### src/rtl/atr_pkg.sv
package atr_pkg;
  typedef enum logic [0:0] {
    ST_IDLE = 1'b0,
    ST_SEND = 1'b1
  } atr_state_e;
endpackage

### src/rtl/atr_sync.sv
module atr_sync #(
  parameter int   STAGES = 2,
  parameter logic INIT   = 1'b0
) (
  input  logic clk,
  input  logic rst_n,
  input  logic din,
  output logic level,
  output logic rise,
  output logic fall
);
  logic [STAGES-1:0] chain;
  logic              prev;

  generate
    if (STAGES == 1) begin : g_single
      always_ff @(posedge clk or negedge rst_n) begin
        if (!rst_n) chain <= INIT;
        else        chain <= din;
      end
    end else begin : g_multi
      always_ff @(posedge clk or negedge rst_n) begin
        if (!rst_n) chain <= {STAGES{INIT}};
        else        chain <= {chain[STAGES-2:0], din};
      end
    end
  endgenerate

  always_ff @(posedge clk or negedge rst_n) begin
    if (!rst_n) prev <= INIT;
    else        prev <= chain[STAGES-1];
  end

  assign level = chain[STAGES-1];
  assign rise  = level & ~prev;
  assign fall  = ~level & prev;
endmodule

### src/rtl/atr_shifter.sv
module atr_shifter #(
  parameter int                  ATR_BITS    = 32,
  parameter logic [ATR_BITS-1:0] ATR_PATTERN = '0
) (
  input  logic clk,
  input  logic rst_n,
  input  logic load,
  input  logic advance,
  output logic bit_q,
  output logic last
);
  localparam int IDX_W = (ATR_BITS > 1) ? $clog2(ATR_BITS) : 1;
  localparam logic [IDX_W-1:0] LAST_IDX = IDX_W'(ATR_BITS - 1);

  logic [IDX_W-1:0] idx;

  always_ff @(posedge clk or negedge rst_n) begin
    if (!rst_n)       idx <= '0;
    else if (load)    idx <= '0;
    else if (advance) idx <= idx + 1'b1;
  end

  assign bit_q = ATR_PATTERN[idx];
  assign last  = (idx == LAST_IDX);
endmodule

### src/rtl/atr_ctrl.sv
module atr_ctrl
  import atr_pkg::*;
(
  input  logic       clk,
  input  logic       rst_n,
  input  logic       start_req,
  input  logic       cs_hi,
  input  logic       scl_fall,
  input  logic       last,
  output logic       load,
  output logic       advance,
  output atr_state_e state
);
  atr_state_e nxt;

  always_comb begin
    nxt     = state;
    load    = 1'b0;
    advance = 1'b0;
    unique case (state)
      ST_IDLE: begin
        if (start_req) begin
          nxt  = ST_SEND;
          load = 1'b1;
        end
      end
      ST_SEND: begin
        if (cs_hi) begin
          nxt = ST_IDLE;
        end else if (scl_fall) begin
          if (last) nxt     = ST_IDLE;
          else      advance = 1'b1;
        end
      end
      default: nxt = ST_IDLE;
    endcase
  end

  always_ff @(posedge clk or negedge rst_n) begin
    if (!rst_n) state <= ST_IDLE;
    else        state <= nxt;
  end
endmodule

### src/rtl/atr_streamer.sv
module atr_streamer
  import atr_pkg::*;
#(
  parameter int                  ATR_BITS    = 32,
  parameter logic [ATR_BITS-1:0] ATR_PATTERN = 32'h9613_C25A,
  parameter int                  SYNC_STAGES = 2
) (
  input  logic clk,
  input  logic rst_n,
  input  logic cs_n,
  input  logic rst_pin,
  input  logic scl,
  input  logic wr_busy,
  output logic sd_out,
  output logic sd_oe
);
  logic       cs_lvl, cs_rise_unused, cs_fall_unused;
  logic       rp_lvl, rst_rise, rp_fall_unused;
  logic       scl_lvl, scl_rise_unused, scl_fall;
  logic       start_req, load, advance, bit_q, last;
  atr_state_e state;

  atr_sync #(.STAGES(SYNC_STAGES), .INIT(1'b1)) u_cs_sync (
    .clk(clk), .rst_n(rst_n), .din(cs_n),
    .level(cs_lvl), .rise(cs_rise_unused), .fall(cs_fall_unused)
  );

  atr_sync #(.STAGES(SYNC_STAGES), .INIT(1'b0)) u_rp_sync (
    .clk(clk), .rst_n(rst_n), .din(rst_pin),
    .level(rp_lvl), .rise(rst_rise), .fall(rp_fall_unused)
  );

  atr_sync #(.STAGES(SYNC_STAGES), .INIT(1'b0)) u_scl_sync (
    .clk(clk), .rst_n(rst_n), .din(scl),
    .level(scl_lvl), .rise(scl_rise_unused), .fall(scl_fall)
  );

  assign start_req = rst_rise & ~cs_lvl & ~wr_busy;

  atr_ctrl u_ctrl (
    .clk(clk), .rst_n(rst_n), .start_req(start_req), .cs_hi(cs_lvl),
    .scl_fall(scl_fall), .last(last), .load(load), .advance(advance),
    .state(state)
  );

  atr_shifter #(.ATR_BITS(ATR_BITS), .ATR_PATTERN(ATR_PATTERN)) u_shift (
    .clk(clk), .rst_n(rst_n), .load(load), .advance(advance),
    .bit_q(bit_q), .last(last)
  );

  assign sd_oe  = (state == ST_SEND);
  assign sd_out = sd_oe & bit_q;
endmodule

### config.mk
export PLATFORM = sky130hd
export DESIGN_NAME = atr_streamer
export DESIGN_NICKNAME = d
export VERILOG_FILES = /design/src/rtl/atr_pkg.sv /design/src/rtl/atr_sync.sv /design/src/rtl/atr_shifter.sv /design/src/rtl/atr_ctrl.sv /design/src/rtl/atr_streamer.sv
export SDC_FILE = /design/constraint.sdc
export NUM_CORES = 1
export LEC_CHECK = 0
export BUFFER_PORTS_ARGS = -buffer_cell sky130_fd_sc_hd__buf_2
export CORE_AREA = 5 5 42 44
export DETAILED_ROUTE_END_ITERATION = 12
export DIE_AREA = 0 0 47 49
export HOLD_SLACK_MARGIN = 0.15
export PLACE_DENSITY = 0.78
export SLEW_MARGIN = 30
export SYNTH_ARGS = -nofsm -noshare
export SYNTH_HDL_FRONTEND = slang
export SYNTH_HIERARCHICAL = 1
export SYNTH_SLANG_ARGS = --single-unit
### constraint.sdc
create_clock -name clk -period 2.7 [get_ports clk]
set_input_delay 0.405 -clock clk [delete_from_list [all_inputs] [get_ports clk]]
set_output_delay 0.405 -clock clk [all_outputs]
set_load 0.1 [all_outputs]
**Yosys cells after proc, flatten, opt, wreduce, memory -nomap -nowiden**

Memories as Yosys holds them, arrays and structs flattened.
Cells that the tools add are included.

- Flip-flop bits (word level): 14
- Bits in latches: 0
- RAM bits: 0
- Bits in read-only memories: 32
- Bits of input ports: 6
- Memories: 1

Memories:

| name | depth | bits a word | rd ports | clocked after memory_dff | write ports | RTL line | text |
|---|---|---|---|---|---|---|---|
| (no name shown) | 32 | 1 | 1 | 0 | 0 | atr_shifter.sv:23 | `assign bit_q = ATR_PATTERN[idx];` |

- Add/sub/neg operators: 1
- $mul: 0
- Div/mod/pow operators: 0
- $lt $le $gt $ge: 1
- Equality and inequality tests: 1
- Shift-type cells: 0
- Multiplexer cells: 12
- Bitwise operators: 10
- Reductions and logical operators: 1

Operators with widths:

| operator | count |
|---|---|
| $mux W5 | 2 |
| $mux W1 | 9 |
| $lt A5 B6 Y1 const B | 1 |
| $add A5 B1 Y5 const B | 1 |
| $and A1 B1 Y1 | 5 |
| $eq A5 B5 Y1 const B | 1 |
| $not A1 Y1 | 5 |
| $pmux W1 S2 | 1 |
| $reduce_bool A2 Y1 | 1 |

**Depth between registers and ports, before layout**

- Word-level depth: 7
- Depth in mapped cells: 8

**Hierarchy**

Netlist, hierarchy kept.

Modules (own cells, without submodules):

| module | times used | cells each | area an instance (µm²) |
|---|---|---|---|
| atr_shifter | 1 | 34 | 344.1 |
| atr_sync at u_rp_sync ... | 2 | 5 | 90.1 |
| atr_sync at u_cs_sync | 1 | 5 | 93.8 |
| atr_ctrl | 1 | 6 | 62.6 |
| atr_streamer | 1 | 2 | 18.8 |

**Worst setup path after synthesis**

OpenSTA, ideal clock, no wires.

- Path kind: reg-to-output
- Start point: register u_shift.idx[0]
- End point: output port sd_out
- Arrival time: 1.869 ns
- Required time: 2.295 ns
- Path slack: 0.426 ns
- Cell stages (with the launch flop): 6
- Cell sequence: dfrtp_1 inv_1 ha_1 mux2i_1 mux4_2 and2_1

- Cells in the longest elaborated chain, start to end: 3

Ends and longest elaborated chain:

| what | RTL line | text |
|---|---|---|
| from (decl) | atr_shifter.sv:15 | `logic [IDX_W-1:0] idx;` |
| from (signal assigned) | atr_shifter.sv:20 | `else if (advance) idx <= idx + 1'b1;` |
| $mem_v2 Z32 W1 | n/a |  |
| $mux W1 (not written as such) | atr_shifter.sv:23 |  |
| net bit_q | atr_streamer.sv:20 | `logic start_req, load, advance, bit_q, last;` |
| $and A1 B1 Y1 | atr_streamer.sv:52 | `assign sd_out = sd_oe & bit_q;` |
| to (decl) | atr_streamer.sv:14 | `output logic sd_out,` |

The timed path passes the listed nets, and every way through them passes these cells. The select of a mux whose other input is x is not followed.

**Final worst setup path**

Same ends and word-level chain as after synthesis.

==> results.txt <==
- Achievable Freq: 391.1 MHz
* Data required time at the worst endpoint: about 2300 ps
- Setup slack on the worst reg-to-reg path comes out at approximately 800 ps.
- Initial cell density of the core: 0.4589
* Antenna violations before repair: 0
* Largest net degree at the start of global routing: 15
- Residual overflow from global routing: 0
- Detailed placement finished with a half-perimeter wire length of between 600 and 700 µm.
* Setup crit end: sd_out
* Yosys Warn Count: 6
- At the later pin of the worst-skew pair, clock insertion delay measures approximately 270 ps.
* Number of design-rule violations left by the first detailed-router iteration: 1
* Wire length of the first global-routing pass: around 1600 µm
- After clock tree synthesis, the clock-pin slew on the worst setup and hold paths is 80 ps.
* Total area of multi-input combinational cells: 260.3 µm²
* Routed vias: between 300 and 400
* Max Cap Violations: 0
- Root Buffer: clkbuf_4
- The pre-antenna-repair detailed-routing pass consisted of 2 iterations.
- Type of the worst setup path: flop to primary output
* Routed wire length: 843 µm
* Class of the worst hold path: input port to flop
- In the finished design, the share of the clock period the worst path needs comes to 0.9471.
* Summed negative setup slack over all endpoints: 0 ps
- In this run the tightest slew margin relative to its limit is 0.6790.
- Measured slew at the worst slew-check pin: just under 500 ps
- Final hold violation count: 0
- Number of filler instances in the final layout: 130
* Area taken by flip-flops and latches: 352.8 µm²
* Count of pins over their slew limit: 0
- Worst flop-to-flop path startpoint: u_shift/idx[0]$_DFFE_PN0P_
* Final count of negative-setup-slack endpoints: 0
- VDD IR-drop max: approximately 0.38 mV
* Number of global-route vias before repair: roughly 360
- Inserted Diodes: 0
- The cell area that synthesis handed to floorplanning was between 600 and 700 µm².
- Synthesis produced a netlist whose cell count is between 50 and 60.
- In this run the number of H-tree levels came out at 1.
- STA classifies the critical path endpoint as a primary output.
- After the last flow step, the layout net total stands at 73.
* Result of the run: finished clean
- After detailed routing, the number of remaining DRC violations is 0.
- Leakage Power: 0.3480 nW
* Clock net sink count: 14
* Count of cells along the worst register-to-register path: 7
* Vertical die dimension: ~50 µm
- In this run the worst setup path begins at u_shift/idx[0]$_DFFE_PN0P_.
- Via-per-instance ratio: 4.654
- Across every metal layer, demand over resource in global routing totals 0.09978.
* Number of port buffers: 7
* Clock buffers created by TritonCTS: 3
* Area of all placed cells without fillers: 729.5 µm²
* Core Footprint: about 1400 µm²
* Antenna violation net count after detailed routing: 0
- The congestion estimate from routability-driven global placement came to 0.6691.
- No sink is reached through more buffers than the 2 on the longest clock path.
- Share of final-layout standard cells stronger than drive strength 1: 0.3065
- Largest fanout on the critical path: 6
- Setup repair after global routing left no endpoint under its margin.
* Setup bufs post-CTS: 0
- Counting I/O delays and the setup requirement, the final critical path takes 2557 ps.
* Reg-to-Reg End: u_shift/idx[3]$_DFFE_PN0P_
* P&R area growth vs syn: 13.42%
- The die covers 2303 µm².
- Data arrival time of the critical path: about 2200 ps
- TritonCTS built the clock tree.
- Clock skew on the completed layout was measured at 2.843 ps.
* Worst Setup Start Kind: flop
* Post-synthesis average cell area: 12.37 µm²
- Post-detailed-placement cell area: 683.2 µm²
* Power per Cell Area: slightly below 700 nW/µm²
- Die W: 47 µm
* # IOs: 8
- Cell Rows: 14
- Number of nets in the synthesized netlist: 62
- Routed wirelength normalized by instance count: 10.81 µm
[registers in the layout, indices dropped and copies added, names as in the netlist]
name / count
u_shift/idx: 5
u_cs_sync/chain: 2
u_rp_sync/chain: 2
u_scl_sync/chain: 2
u_ctrl/state: 1
u_rp_sync/prev: 1
u_scl_sync/prev: 1
[placed cells by master, fill, tap and decap left out]
cell type      count
nor2_1             5
nand4_1            1
and3_2             1
nand2_1            4
ha_1               4
xnor2_1            1
buf_2              7
dfrtp_1           12
o21ai_0            2
nor3b_2            1
nor2b_1            1
clkbuf_8           1
and2_1             1
and2b_2            1
xor2_1             2
inv_1              4
dfstp_2            2
dlygate4sd3_1      1
clkbuf_4           3
and4bb_2           1
nor2b_2            1
mux4_2             1
a31o_1             1
mux2i_1            4
[per-stage QoR]
step / total power, mW / utilization / instances / setup slack (ps) / hold WS, ps
floorplan: 0.3321 / - / 52 / 426.1 / 109.4
global placement: 0.3500 / 0.4875 / 73 / 454.0 / 303.6
finish: 0.4958 / 0.5205 / 78 / 142.8 / 222.5
CTS: 0.5029 / 0.5205 / 78 / 127.9 / 208.6
global route: 0.5281 / 0.5205 / 78 / 35.48 / 201.2
detailed placement: 0.3527 / 0.4875 / 73 / 439.7 / 310.2
[worst min-delay path by stage]
stage | cells past startpoint | endpoint | startpoint
after floorplan | 0 | u_ctrl/state$_DFF_PN0_ | rst_n
after global placement | 1 | u_scl_sync/chain[0]$_DFF_PN0_ | rst_n
after detailed placement | 1 | u_rp_sync/chain[0]$_DFF_PN0_ | rst_n
after CTS | 1 | u_cs_sync/chain[0]$_DFF_PN1_ | cs_n
after global routing | 1 | u_cs_sync/chain[0]$_DFF_PN1_ | cs_n
final | 1 | u_cs_sync/chain[0]$_DFF_PN1_ | cs_n
[layout make-up]
type / instances / share of cell area
clock buffers: 4 / 0.04974
inverters: 4 / 0.02058
multi-input cells: 32 / 0.3568
flip-flops and latches: 14 / 0.4837
well taps: 16 / 0.02744
repair buffers: 8 / 0.06175
[critical path, stage by stage (launching register included)]
cell	delay [ps]
dfrtp_1	460
inv_1	80
ha_1	330
nand2_1	70
o21ai_0	70
mux4_2	450
and2_1	140
buf_2	280
[routing by layer]
layer / track usage / up-vias / part of all wire / wire [µm]
met5: 0 / - / 0 / 0
met4: 0.09677 / 0 / 0.0095 / 8
met3: 0.02214 / 2 / 0.052 / 44
met2: 0.1199 / 6 / 0.44 / 375
met1: 0.1379 / 164 / 0.49 / 414
li1: - / 191 / - / -
[power by group]
group          switching, mW  internal (mW)  total [mW]
Combinational         0.0502         0.0447      0.0949
Clock                 0.0647         0.0820       0.147
Sequential            0.0236          0.231       0.254
Total                  0.138          0.357       0.496
[timing repair]
item,4_1_cts,5_1_grt
gates resized for setup,0,0
hold buffers,1,0
endpoints found under the hold margin,12,0
No activity file was read; power rests on OpenSTA's default activity.
